## src/rtl/i2c_addr_pkg.sv

```systemverilog
package i2c_addr_pkg;
    localparam int ADDR_BITS     = 7;
    localparam int EXT_PREFIX_W  = 4;
    localparam int SYNC_DEPTH    = 2;
endpackage

```

## src/rtl/i2c_addr_line_cond.sv

```systemverilog
module i2c_addr_line_cond #(
    parameter int STAGES = i2c_addr_pkg::SYNC_DEPTH
) (
    input  logic clk,
    input  logic rst_n,
    input  logic scl_i,
    input  logic sda_i,
    input  logic armed_i,
    output logic scl_s_o,
    output logic sda_s_o,
    output logic scl_rise_o,
    output logic start_o,
    output logic stop_o
);
    localparam int LINES = 2;
    localparam int IDX_SCL = 1;
    localparam int IDX_SDA = 0;

    logic [LINES-1:0] raw;
    logic [STAGES-1:0] chain_d [LINES];
    logic [STAGES-1:0] chain_q [LINES];
    logic [LINES-1:0] line_s;
    logic [LINES-1:0] prev_d, prev_q;

    assign raw = {scl_i, sda_i};

    for (genvar g = 0; g < LINES; g++) begin : g_line
        always_comb begin
            chain_d[g] = {chain_q[g][STAGES-2:0], raw[g]};
        end
        always_ff @(posedge clk or negedge rst_n) begin
            if (!rst_n) chain_q[g] <= '1;
            else        chain_q[g] <= chain_d[g];
        end
        assign line_s[g] = chain_q[g][STAGES-1];
    end

    always_comb begin
        prev_d = line_s;
    end

    always_ff @(posedge clk or negedge rst_n) begin
        if (!rst_n) prev_q <= '1;
        else        prev_q <= prev_d;
    end

    logic scl_high;
    assign scl_high   = prev_q[IDX_SCL] & line_s[IDX_SCL];
    assign scl_s_o    = line_s[IDX_SCL];
    assign sda_s_o    = line_s[IDX_SDA];
    assign scl_rise_o = armed_i & ~prev_q[IDX_SCL] & line_s[IDX_SCL];
    assign start_o    = armed_i & scl_high & prev_q[IDX_SDA] & ~line_s[IDX_SDA];
    assign stop_o     = armed_i & scl_high & ~prev_q[IDX_SDA] & line_s[IDX_SDA];

    // start and stop never coincide
    a_r1_excl_cond: assert property (@(posedge clk) disable iff (!rst_n)
        !(start_o && stop_o));
endmodule

```

## src/rtl/i2c_addr_enable_gate.sv

```systemverilog
module i2c_addr_enable_gate (
    input  logic clk,
    input  logic rst_n,
    input  logic en_i,
    input  logic scl_s_i,
    input  logic sda_s_i,
    output logic active_o
);
    logic active_d, active_q;

    always_comb begin
        active_d = active_q;
        if (!en_i)                          active_d = 1'b0;
        else if (!active_q && scl_s_i && sda_s_i) active_d = 1'b1;
    end

    always_ff @(posedge clk or negedge rst_n) begin
        if (!rst_n) active_q <= 1'b0;
        else        active_q <= active_d;
    end

    assign active_o = active_q;

    // arming only from an idle bus
    a_r9_arm_idle: assert property (@(posedge clk) disable iff (!rst_n)
        $rose(active_q) |-> $past(scl_s_i && sda_s_i && en_i));
    // disable drops activity
    a_r9_disable: assert property (@(posedge clk) disable iff (!rst_n)
        !en_i |=> !active_q);
endmodule

```

## src/rtl/i2c_addr_shifter.sv

```systemverilog
module i2c_addr_shifter #(
    parameter int BYTE_W = i2c_addr_pkg::ADDR_BITS + 1,
    localparam int CNT_W = $clog2(BYTE_W + 1)
) (
    input  logic              clk,
    input  logic              rst_n,
    input  logic              active_i,
    input  logic              start_i,
    input  logic              stop_i,
    input  logic              scl_rise_i,
    input  logic              sda_i,
    output logic [BYTE_W-1:0] byte_o,
    output logic              done_o
);
    typedef struct packed {
        logic              collecting;
        logic [CNT_W-1:0]  cnt;
        logic [BYTE_W-1:0] shreg;
        logic              done;
    } shift_t;

    shift_t st_d, st_q;

    always_comb begin
        st_d      = st_q;
        st_d.done = 1'b0;
        if (!active_i) begin
            st_d.collecting = 1'b0;
            st_d.cnt        = '0;
        end else if (start_i) begin
            st_d.collecting = 1'b1;
            st_d.cnt        = '0;
        end else if (stop_i) begin
            st_d.collecting = 1'b0;
            st_d.cnt        = '0;
        end else if (scl_rise_i && st_q.collecting) begin
            st_d.shreg = {st_q.shreg[BYTE_W-2:0], sda_i};
            if (st_q.cnt == CNT_W'(BYTE_W - 1)) begin
                st_d.collecting = 1'b0;
                st_d.cnt        = '0;
                st_d.done       = 1'b1;
            end else begin
                st_d.cnt = st_q.cnt + 1'b1;
            end
        end
    end

    always_ff @(posedge clk or negedge rst_n) begin
        if (!rst_n) st_q <= '0;
        else        st_q <= st_d;
    end

    assign byte_o = st_q.shreg;
    assign done_o = st_q.done;

    // a completed byte always follows an SCL rising edge
    a_r2_done_on_rise: assert property (@(posedge clk) disable iff (!rst_n)
        done_o |-> $past(scl_rise_i));
    // a start always restarts collection
    a_r8_restart: assert property (@(posedge clk) disable iff (!rst_n)
        (start_i && active_i) |=> (st_q.collecting && st_q.cnt == '0));
endmodule

```

## src/rtl/i2c_addr_compare.sv

```systemverilog
module i2c_addr_compare #(
    parameter int ADDR_W = i2c_addr_pkg::ADDR_BITS,
    parameter int EXT_W  = i2c_addr_pkg::EXT_PREFIX_W,
    localparam int BYTE_W = ADDR_W + 1
) (
    input  logic [BYTE_W-1:0] byte_i,
    input  logic [ADDR_W-1:0] own_addr_i,
    output logic              match_o,
    output logic              ext_o
);
    logic [ADDR_W-1:0] addr;
    always_comb begin
        addr    = byte_i[BYTE_W-1:1];
        match_o = (addr == own_addr_i);
        ext_o   = (addr[ADDR_W-1 -: EXT_W] == {EXT_W{1'b1}});
    end
endmodule

```

## src/rtl/i2c_addr_recognizer.sv

```systemverilog
module i2c_addr_recognizer #(
    parameter int ADDR_W = i2c_addr_pkg::ADDR_BITS,
    parameter int EXT_W  = i2c_addr_pkg::EXT_PREFIX_W,
    localparam int BYTE_W = ADDR_W + 1
) (
    input  logic              clk,
    input  logic              rst_n,
    input  logic              en_i,
    input  logic              scl_i,
    input  logic              sda_i,
    input  logic [ADDR_W-1:0] own_addr_i,
    output logic              irq_o,
    output logic              selected_o,
    output logic              ext_code_o,
    output logic              rw_o,
    output logic [BYTE_W-1:0] rx_byte_o
);
    logic scl_s, sda_s, scl_rise, start_c, stop_c, active;
    logic [BYTE_W-1:0] shift_byte;
    logic done, match, ext;

    i2c_addr_line_cond u_cond (
        .clk(clk), .rst_n(rst_n), .scl_i(scl_i), .sda_i(sda_i),
        .armed_i(active), .scl_s_o(scl_s), .sda_s_o(sda_s),
        .scl_rise_o(scl_rise), .start_o(start_c), .stop_o(stop_c)
    );

    i2c_addr_enable_gate u_gate (
        .clk(clk), .rst_n(rst_n), .en_i(en_i),
        .scl_s_i(scl_s), .sda_s_i(sda_s), .active_o(active)
    );

    i2c_addr_shifter #(.BYTE_W(BYTE_W)) u_shift (
        .clk(clk), .rst_n(rst_n), .active_i(active), .start_i(start_c),
        .stop_i(stop_c), .scl_rise_i(scl_rise), .sda_i(sda_s),
        .byte_o(shift_byte), .done_o(done)
    );

    i2c_addr_compare #(.ADDR_W(ADDR_W), .EXT_W(EXT_W)) u_cmp (
        .byte_i(shift_byte), .own_addr_i(own_addr_i),
        .match_o(match), .ext_o(ext)
    );

    typedef struct packed {
        logic [BYTE_W-1:0] rx;
        logic              sel;
        logic              ext;
        logic              irq;
    } sel_t;

    sel_t s_d, s_q;

    always_comb begin
        s_d     = s_q;
        s_d.irq = 1'b0;
        if (!active) begin
            s_d.sel = 1'b0;
            s_d.ext = 1'b0;
        end else if (start_c || stop_c) begin
            s_d.sel = 1'b0;
            s_d.ext = 1'b0;
        end else if (done) begin
            s_d.rx  = shift_byte;
            s_d.sel = match;
            s_d.ext = ext;
            s_d.irq = match | ext;
        end
    end

    always_ff @(posedge clk or negedge rst_n) begin
        if (!rst_n) s_q <= '0;
        else        s_q <= s_d;
    end

    assign irq_o      = s_q.irq;
    assign selected_o = s_q.sel;
    assign ext_code_o = s_q.ext;
    assign rx_byte_o  = s_q.rx;
    assign rw_o       = s_q.rx[0];

    // interrupt lasts one cycle
    a_r5_pulse: assert property (@(posedge clk) disable iff (!rst_n)
        irq_o |=> !irq_o);
    // selection is always announced by an interrupt
    a_r3_sel_irq: assert property (@(posedge clk) disable iff (!rst_n)
        $rose(selected_o) |-> irq_o);
    // start drops selection
    a_r8_start_clears: assert property (@(posedge clk) disable iff (!rst_n)
        start_c |=> !selected_o && !ext_code_o);
    // stop drops selection
    a_r7_stop_clears: assert property (@(posedge clk) disable iff (!rst_n)
        stop_c |=> !selected_o && !ext_code_o);
    // inactive block holds no selection and no interrupt
    a_r9_inactive: assert property (@(posedge clk) disable iff (!rst_n)
        !active |=> !selected_o && !irq_o);
    // received byte only changes when a byte completes
    a_r6_rx_hold: assert property (@(posedge clk) disable iff (!rst_n)
        !done |=> $stable(rx_byte_o));
endmodule

```

## config.mk

```make
export PLATFORM = sky130hd
export DESIGN_NAME = i2c_addr_recognizer
export DESIGN_NICKNAME = d
export VERILOG_FILES = /design/src/rtl/i2c_addr_pkg.sv /design/src/rtl/i2c_addr_line_cond.sv /design/src/rtl/i2c_addr_enable_gate.sv /design/src/rtl/i2c_addr_shifter.sv /design/src/rtl/i2c_addr_compare.sv /design/src/rtl/i2c_addr_recognizer.sv
export SDC_FILE = /design/constraint.sdc
export NUM_CORES = 1
export LEC_CHECK = 0
export ABC_CLOCK_PERIOD_IN_PS = 2000
export BUFFER_PORTS_ARGS = -buffer_cell sky130_fd_sc_hd__buf_2
export CORE_MARGIN = 2
export CORE_UTILIZATION = 40
export DETAILED_ROUTE_END_ITERATION = 6
export PLACE_DENSITY_LB_ADDON = 0.3
export SETUP_SLACK_MARGIN = 0.1
export SYNTH_ARGS = -nofsm -noshare
export SYNTH_HDL_FRONTEND = slang
export SYNTH_SLANG_ARGS = --single-unit
export TNS_END_PERCENT = 20
```

## constraint.sdc

```tcl
create_clock -name clk -period 2 [get_ports clk]
set_input_delay 0.3 -clock clk [delete_from_list [all_inputs] [get_ports clk]]
set_output_delay 0.3 -clock clk [all_outputs]
set_load 0.02 [all_outputs]
```

==> results_dict.tcl <==
set metrics [dict create \
    leakage_uw 0.000829 \
    gr-total-overflow 0 \
    grt_setup_unrepaired "false" \
    critPathKind "reg2reg" \
    dieArea_sq_um 3860 \
    slowest_stage "dfstp_2" \
    ys_seq_elements 32 \
    grt_pass1_vias 896 \
    die_y_um 62.1 \
    post_cts_resize_count 0 \
    worstPathCellList "xor2_2 -> nand3_2 -> nand3_4 -> mux2_2" \
    ctsLongestPathBuffers 2 \
    power_density_nw_per_um2 699 \
    cts_tree "done" \
    slew_headroom 0.537 \
    num-fill-cells 318 \
    remaining_drc_errors 0 \
    max_freq_ghz 0.635 \
    drive_above_1_share 0.379 \
    clk_latency_ns 0.33 \
    wirelength_um 2350 \
    postRouteAntennaNets 0 \
    clock_sinks 32 \
    drt_iter0_drc 17 \
    fin_crit_sh 0.787 \
    synthSimpleGateAreaFrac 0.178 \
    synth_cell_types 33 \
    ir_worst_vdd_mv 0.427 \
    wl_per_cell_um 12.6 \
    drt-pass1-iter-count 4 \
    max_stage_delay_ns 0.60 \
    grt_start_max_net_pins 33 \
    worst_clock_skew_ns 0.00517 \
    portBuffers 23 \
    worst_slew_pin_slew_ns 0.694 \
    async_flop_share 1.00 \
    area_growth_pct 16.4 \
    grt_use_total 0.143 \
    syn-cell-area_sq_um 1350 \
    place.gp.congestion 0.722 \
    root_buffer "clkbuf_4" \
    hp-class "in2async" \
    vias_per_cell 4.93 \
    vias 917 \
    synth_top_family_by_area "simple AND/OR/NAND/NOR gates" \
    syn-num-nets 124 \
    grt_pass1_wl_um 4210 \
    setup_violations 0 \
    cts_buffers 5 \
    place_hpwl_um 1670 \
    synth-xor-area-share 0.0574 \
    h-tree-depth 2 \
    timing.setup.tns_ns 0 \
    period_needed_ns 1.57 \
    core-area_sq_um 3280 \
    drv_cap 0 \
    start_kind "register" \
    yosysSeqAreaShare 0.598 \
    clk_pin_slew_ns 0.10 \
    yosys.area_share.adder 0.00926 \
    ys_warn_count 0 \
    num_io_pins 24 \
    cts_hold_buf 0 \
    status "finished, final reports clean" \
    start_util 0.411 \
    diodes 0 \
    synth_ff_type "dfrtp_1" \
    power_uw 1100 \
    synth_edf_count 0 \
    synthCells 111 \
    arrival_ns 1.79 \
    post_cts_buffers 0 \
    cp_max_fo 10 \
    synth-compound-area-share 0.0657 \
    cp-end-kind "register" \
    yosysTopAreaCell "dfrtp_1" \
    synth_common_cells "26 x dfrtp_1, 26 x nand2_1, 8 x mux2_2, 6 x dfstp_2, 4 x xor2_1" \
    netlist.area_leader.share 0.481 \
    std_cell_rows 21 \
    slew_violations 0 \
    critPathRequiredTime_ns 2.22 \
    antenna_found_initial 0 \
    finalHoldViolations 0 \
    avgSynthCellArea_sq_um 12.2 \
    fp.dieW_um 62.1 \
    synth.area.mux_share 0.0741 \
    final_nets 152 \
    synth_area_leaders "dfrtp_1 48%, dfstp_2 12%, nand2_1 7.2%, mux2_2 6.7%, xor2_1 2.6%" \
]
## through the flow
step | worst slack [ns] | hold slack, ns | instances | instance area, sq um | util
2_1_floorplan | 0.529 | 0.00441 | 111 | 1350 | -
3_3_place_gp | 0.471 | 0.346 | 178 | 1510 | 0.460
3_5_place_dp | 0.429 | 0.349 | 178 | 1510 | 0.460
4_1_cts | 0.416 | 0.0188 | 186 | 1570 | 0.479
5_1_grt | 0.331 | 0.0262 | 186 | 1570 | 0.479
6_report | 0.426 | 0.0132 | 186 | 1570 | 0.479
## cell usage in the layout (no fill, tap or decap), types with 2 or more instances in the layout
cell type  count
clkbuf_4       5
clkinv_2       2
buf_2         23
mux2_2         8
nor2_1         3
o21ai_0        3
nand2_1       26
a21oi_1        2
nand2b_1       2
xnor2_1        3
dfstp_2        6
nor2b_1        3
inv_1          2
nand4_1        3
xor2_1         4
dfrtp_1       26
## worst max-delay path, delay by kind of cell, from the launching register on
family	cells	cell delay (ns)
mux	1	0.35
simple gates	2	0.30
flops	1	0.60
xor+xnor	1	0.22
## layout make-up
class,instances,area [sq um],share of cell area
clock buffer,6,51.3,0.0326
clock inverter,2,10.0,0.00636
inverter,3,11.3,0.00716
multi-input combinational,74,519,0.330
sequential,32,808,0.514
tap,46,57.6,0.0366
timing repair buffer,23,115,0.0732
## power breakdown
part           internal (uW)  switching (uW)  leakage, uW
Combinational           19.2            26.5     0.000366
Sequential               660            12.5     0.000426
Clock                    167             214    0.0000380
Total                    846             253     0.000829
## state kept, by name (all words and copies together) (netlist names), 2 cells and up
| register | cells |
|---|---|
| u_shift.st_q | 5 |
| u_cond.chain_d | 2 |
| u_cond.prev_q | 2 |
| rx_byte_o | 8 |
| u_shift.byte_o | 8 |
## kinds of logic (layout without fill, tap and decap cells)
logic type / count (synthesis) / count (layout)
compound gates: 12 / 12
flops: 32 / 32
fa+ha+maj: 1 / 1
simple gates: 44 / 44
buf+inv: 5 / 34
mux: 9 / 9
xor+xnor: 8 / 8
## worst paths after layout
kind	from	to	slack, ns	cells after the start
max in group asynchronous	rst_n	u_shift.st_q[10]	1.55	1
min in group clk	scl_i	u_cond.chain_d[1]	0.07	1
worst min-delay path	rst_n	u_shift.byte_o[5]	0.01	1
worst max-delay path	u_cond.sda_s_o	rx_byte_o[0]	0.43	4
worst min register to register	u_cond.chain_d[3]	u_cond.sda_s_o	0.36	0
worst max register to register	u_cond.sda_s_o	rx_byte_o[0]	0.43	4
## layer usage
metal	vias to the layer above	track usage	wire [um]	share of wire
met2	15	0.220	1120	0.47
met1	462	0.175	1090	0.46
li1	435	-	-	-
met5	-	0	0	0
met4	0	0.0750	57	0.024
met3	5	0.0562	90	0.038
(Power assumes the default switching activity.)
